==> config.mk <==
export PLATFORM = sky130hd
export DESIGN_NAME = warp_coalescer
export DESIGN_NICKNAME = d
export VERILOG_FILES = /design/src/rtl/coal_pkg.sv /design/src/rtl/coal_seg_pick.sv /design/src/rtl/coal_size_sel.sv /design/src/rtl/warp_coalescer.sv
export SDC_FILE = /design/constraint.sdc
export NUM_CORES = 2
export LEC_CHECK = 0
export ABC_AREA = 1
export CELL_PAD_IN_SITES_DETAIL_PLACEMENT = 1
export CELL_PAD_IN_SITES_GLOBAL_PLACEMENT = 1
export CORE_AREA = 2 2 441 443
export CTS_CLUSTER_DIAMETER = 80
export DETAILED_ROUTE_END_ITERATION = 7
export DIE_AREA = 0 0 443 445
export DONT_BUFFER_PORTS = 1
export PLACE_DENSITY_LB_ADDON = 0.1
export SYNTH_ARGS = -nofsm -noshare
export SYNTH_HDL_FRONTEND = slang
export SYNTH_HIERARCHICAL = 1
export SYNTH_SLANG_ARGS = --single-unit
==> constraint.sdc <==
create_clock -name clk_i -period 172.5 [get_ports clk_i]
set_input_delay 17.25 -clock clk_i [delete_from_list [all_inputs] [get_ports clk_i]]
set_output_delay 17.25 -clock clk_i [all_outputs]
set_load 0.01 [all_outputs]
==> src/rtl/coal_pkg.sv <==
package coal_pkg;
  localparam int SEG_LOG2 = 7;
  localparam int SUB_LOG2 = 5;
  localparam int NSUB     = 1 << (SEG_LOG2 - SUB_LOG2);
  localparam int SUB_W    = SEG_LOG2 - SUB_LOG2;

  typedef enum logic [1:0] {
    SZ_32  = 2'd0,
    SZ_64  = 2'd1,
    SZ_128 = 2'd2
  } txn_size_e;

  typedef enum logic [1:0] {
    ST_IDLE,
    ST_RUN,
    ST_FIN
  } coal_state_e;
endpackage

==> src/rtl/coal_seg_pick.sv <==
module coal_seg_pick #(
  parameter int LANES = 32,
  parameter int SEGW  = 25
) (
  input  logic [LANES-1:0]           pend_i,
  input  logic [LANES-1:0][SEGW-1:0] seg_i,
  output logic [SEGW-1:0]            seg_o,
  output logic [LANES-1:0]           match_o
);
  logic found;

  always_comb begin
    found = 1'b0;
    seg_o = '0;
    for (int i = 0; i < LANES; i++) begin
      if (pend_i[i] && (!found || seg_i[i] < seg_o)) begin
        seg_o = seg_i[i];
        found = 1'b1;
      end
    end
    for (int i = 0; i < LANES; i++) begin
      match_o[i] = pend_i[i] && (seg_i[i] == seg_o);
    end
  end
endmodule

==> src/rtl/coal_size_sel.sv <==
module coal_size_sel
  import coal_pkg::*;
#(
  parameter int LANES = 32
) (
  input  logic [LANES-1:0]            match_i,
  input  logic [LANES-1:0][SUB_W-1:0] sub_i,
  output txn_size_e                   size_o,
  output logic [SEG_LOG2-1:0]         off_o
);
  logic [NSUB-1:0]          used;
  logic [$clog2(NSUB+1)-1:0] cnt;
  logic [SUB_W-1:0]         idx;
  logic                     lo_half, hi_half;

  always_comb begin
    used = '0;
    for (int i = 0; i < LANES; i++) begin
      if (match_i[i]) used[sub_i[i]] = 1'b1;
    end
    cnt = '0;
    idx = '0;
    for (int j = 0; j < NSUB; j++) begin
      if (used[j]) begin
        cnt = cnt + 1'b1;
        idx = SUB_W'(j);
      end
    end
    lo_half = |used[NSUB/2-1:0];
    hi_half = |used[NSUB-1:NSUB/2];
    if (cnt == 1) begin
      size_o = SZ_32;
      off_o  = {idx, {SUB_LOG2{1'b0}}};
    end else if (!(lo_half && hi_half)) begin
      size_o = SZ_64;
      off_o  = {hi_half, {(SEG_LOG2-1){1'b0}}};
    end else begin
      size_o = SZ_128;
      off_o  = '0;
    end
  end
endmodule

==> src/rtl/warp_coalescer.sv <==
module warp_coalescer
  import coal_pkg::*;
#(
  parameter int LANES = 32,
  parameter int AW    = 32
) (
  input  logic              clk_i,
  input  logic              rst_ni,
  input  logic              req_valid_i,
  output logic              req_ready_o,
  input  logic [LANES-1:0]  req_active_i,
  input  logic [LANES*AW-1:0] req_addr_i,
  output logic              txn_valid_o,
  input  logic              txn_ready_i,
  output logic [AW-1:0]     txn_base_o,
  output logic [1:0]        txn_size_o,
  output logic [LANES-1:0]  txn_lanes_o,
  output logic              done_o
);
  localparam int SEGW = AW - SEG_LOG2;

  coal_state_e                  state_q;
  logic [LANES-1:0]             pend_q;
  logic [LANES-1:0][SEGW-1:0]   seg_q;
  logic [LANES-1:0][SUB_W-1:0]  sub_q;
  logic [LANES-1:0][SUB_LOG2-1:0] lo_bits;
  logic                         unused_lo;

  logic [SEGW-1:0]              cur_seg;
  logic [LANES-1:0]             cur_match;
  txn_size_e                    cur_size;
  logic [SEG_LOG2-1:0]          cur_off;
  logic                         accept, fire;
  logic [LANES-1:0]             pend_left;

  for (genvar l = 0; l < LANES; l++) begin : g_lo
    assign lo_bits[l] = req_addr_i[l*AW +: SUB_LOG2];
  end
  assign unused_lo = ^lo_bits;

  coal_seg_pick #(.LANES(LANES), .SEGW(SEGW)) u_pick (
    .pend_i  (pend_q),
    .seg_i   (seg_q),
    .seg_o   (cur_seg),
    .match_o (cur_match)
  );

  coal_size_sel #(.LANES(LANES)) u_size (
    .match_i (cur_match),
    .sub_i   (sub_q),
    .size_o  (cur_size),
    .off_o   (cur_off)
  );

  assign req_ready_o = (state_q == ST_IDLE);
  assign txn_valid_o = (state_q == ST_RUN);
  assign done_o      = (state_q == ST_FIN);
  assign txn_base_o  = {cur_seg, cur_off};
  assign txn_size_o  = cur_size;
  assign txn_lanes_o = cur_match;
  assign accept      = req_valid_i && req_ready_o;
  assign fire        = txn_valid_o && txn_ready_i;
  assign pend_left   = pend_q & ~cur_match;

  always_ff @(posedge clk_i or negedge rst_ni) begin
    if (!rst_ni) begin
      state_q <= ST_IDLE;
      pend_q  <= '0;
      seg_q   <= '0;
      sub_q   <= '0;
    end else begin
      case (state_q)
        ST_IDLE: if (accept) begin
          pend_q  <= req_active_i;
          state_q <= (req_active_i == '0) ? ST_FIN : ST_RUN;
          for (int l = 0; l < LANES; l++) begin
            seg_q[l] <= req_addr_i[l*AW+SEG_LOG2 +: SEGW];
            sub_q[l] <= req_addr_i[l*AW+SUB_LOG2 +: SUB_W];
          end
        end
        ST_RUN: if (fire) begin
          pend_q <= pend_left;
          if (pend_left == '0) state_q <= ST_FIN;
        end
        default: state_q <= ST_IDLE;
      endcase
    end
  end
endmodule

==> flow_metrics.tcl <==
set metrics [dict create \
    run_status "finished, violations left" \
    violations "capacitance limit" \
    busiest_layer "met2" \
    io_buffers 0 \
    gp_congestion 1.04 \
    clockBufferDepth 3 \
    setup_viol_count_final 0 \
    critPathKind "flip-flop to output port" \
    drive_above_1_share 0.208 \
    overflow 0 \
    antenna_found_initial 100 \
    clock-sinks 898 \
    cp.arrival_ns 92.19 \
    yosys_warnings 6 \
    syn_avg_cell_area_sq_um 7.60 \
    critical_path.max_fanout 51 \
    layout_min_cycle_time_ns 109.44 \
    rsz0062_at_grt "no" \
    critPathRequiredTime_ns 155.25 \
    cp_slowest_cell "o21ai_0" \
    maxSlewViolCount 0 \
    synth_cells 11200 \
    grt_max_degree 213 \
    die_area_sq_um 197000 \
    drt_pass1_iterations 5 \
    drc 0 \
    holdPathStages 1 \
    synth-xor-area-share 0.00259 \
    pin_count 1129 \
    route.detailed.vias_per_inst 6.22 \
    finalClockSkew_ns 0.0445 \
    path_common_cell "nand2_1" \
    numCtsBuffers 97 \
    die_w_um 443 \
    max_clock_freq_mhz 9.14 \
    cpPeakStageDelay_ns 1.26 \
    rows 161 \
    fillCellCount 23800 \
    synth-seq-cells 898 \
    start_util 0.444 \
    final_common_cell "nand2_1" \
    cts_tree "yes" \
    synthesis.area_sq_um 85200 \
    wl_um 496000 \
    wire_per_inst_um 36.1 \
    synth_mux_area_frac 0.114 \
    gr-usage-met3 0.156 \
    synth_top_family_by_area "simple AND/OR/NAND/NOR gates" \
    drtAntennaViolNets 0 \
    via_count 85500 \
    synth-compound-area-share 0.0770 \
    hold_buffers 0 \
    yosys.area_share.simple 0.324 \
    grtUsageMet1 0.575 \
    slew_headroom 0.0144 \
    die_y_um 445 \
    clock-root-buffer "clkbuf_16" \
    ys.flop_type "dfrtp_1" \
    dr.first_iter.drc_count 9906 \
    yosysSeqAreaShare 0.264 \
    end_kind "output port" \
    setup_tns_ns 0 \
    clk_pin_slew_ns 0.07 \
    hold_viol 0 \
    async_reset_ff_frac 1.00 \
    nets 12800 \
    worstMarginPinSlew_ns 1.47 \
    ys_types 68 \
    use_met2 0.724 \
    cts_setup_buffers 0 \
    post_cts_resized 0 \
    core_sq_um 192000 \
    clock_latency_ns 0.81 \
    drv_cap 1 \
    mostFrequentLayoutCells "nand2_1, inv_1, dfrtp_1, mux2_2, nand3_1" \
    min_path_type "flip-flop to flip-flop" \
    track_usage 0.488 \
    htreeDepth 3 \
    syn_to_final_growth_pct 4.37 \
    dp_hpwl_um 372000 \
    reg2reg_depth 335 \
    synth_adder_area_share 0.103 \
    grt_pass1_wl_um 668000 \
    fin_crit_sh 0.634 \
    synth_edf_count 0 \
    first_global_vias 83800 \
    worst_setup_path_start_kind "flip-flop" \
]
worst paths after layout:
kind                           start            end  slack, ns
setup / recovery           pend_q[0]  txn_base_o[6]      63.06
hold / removal             sub_q[58]      sub_q[58]       0.54
setup reg to reg           pend_q[0]     state_q[0]      81.96
hold reg to reg            sub_q[58]      sub_q[58]       0.54
max in group asynchronous     rst_ni     seg_q[480]     154.06
min in group asynchronous     rst_ni     seg_q[632]      16.16
cell families (layout without fill, tap and decap cells):
group / Yosys count / count (layout)
multiplexers: 864 / 864
XOR/XNOR: 20 / 20
AO/OA/AOI/OAI: 1159 / 1159
AND/OR/NAND/NOR: 5746 / 5746
adder cells (fa/ha/maj): 698 / 698
buffers and inverters: 1825 / 1728
other: 1 / 98
flip-flops: 898 / 898
stage by stage:
step | instance area, sq um | setup WS, ns | util | hold WS [ns] | instances
after floorplan | 85200 | 100.91 | - | 0.502 | 11200
after global placement | 85200 | 70.07 | 0.444 | 0.530 | 13500
after detailed placement | 85200 | 68.41 | 0.444 | 0.537 | 13500
after CTS | 88700 | 67.19 | 0.462 | 0.551 | 13600
after global routing | 88800 | 59.24 | 0.463 | 0.582 | 13700
final | 88900 | 63.06 | 0.463 | 0.542 | 13700
synth_stat cells, drive strengths merged (3+ instances only):
cell type | number | area, sq um
a2111oi | 8 | 70.1
a211oi | 76 | 571
a21o | 27 | 203
a21oi | 225 | 1130
a31oi | 34 | 213
buf | 327 | 3600
bufbuf | 4 | 75.1
bufinv | 8 | 140
clkbuf | 82 | 726
clkinv | 24 | 108
dfrtp | 898 | 22500
ha | 698 | 8730
inv | 1379 | 5180
mux2 | 864 | 9730
nand2 | 3898 | 17700
nand3 | 934 | 5340
nand3b | 22 | 165
nand4 | 107 | 682
nor2 | 709 | 3330
nor3 | 22 | 110
nor4 | 25 | 156
o2111a | 6 | 67.6
o211ai | 20 | 150
o21a | 26 | 195
o21ai | 681 | 3480
o21bai | 24 | 180
o221a | 17 | 191
o221ai | 7 | 61.3
o22ai | 4 | 25.0
or2 | 19 | 119
or4 | 3 | 23.8
xor2 | 20 | 220
worst max-delay path: cells and delay by family, from the launching register on:
kind | cells | cell delay (ns)
buf+inv | 24 | 5.86
fa+ha+maj | 33 | 11.67
compound gates | 88 | 35.80
simple gates | 197 | 36.09
flops | 1 | 1.15
final cells by class:
cell class / instances / area (sq um) / share of cell area
flip-flops and latches: 898 / 22500 / 0.253
clock inverters: 44 / 707 / 0.00795
well taps: 2526 / 3160 / 0.0355
multi-input cells: 8492 / 53000 / 0.596
inverters: 1412 / 5440 / 0.0611
repair buffers: 136 / 1110 / 0.0125
clock buffers: 136 / 2810 / 0.0316
diodes: 93 / 233 / 0.00262
per-layer routing:
layer / share of wire / up-vias
li1: - / 36100
met1: 0.37 / 42000
met2: 0.42 / 5515
met3: 0.11 / 1779
met4: 0.096 / 64
met5: 0.00083 / -
sequential cells by signal (all words and copies together), names as in the netlist:
name / count
sub_q: 64
state_q: 2
pend_q: 32
seg_q: 800
Power is left out: the tool's default activity adds up to more than one toggle a clock period on the data nets, which glitch-free logic cannot reach.
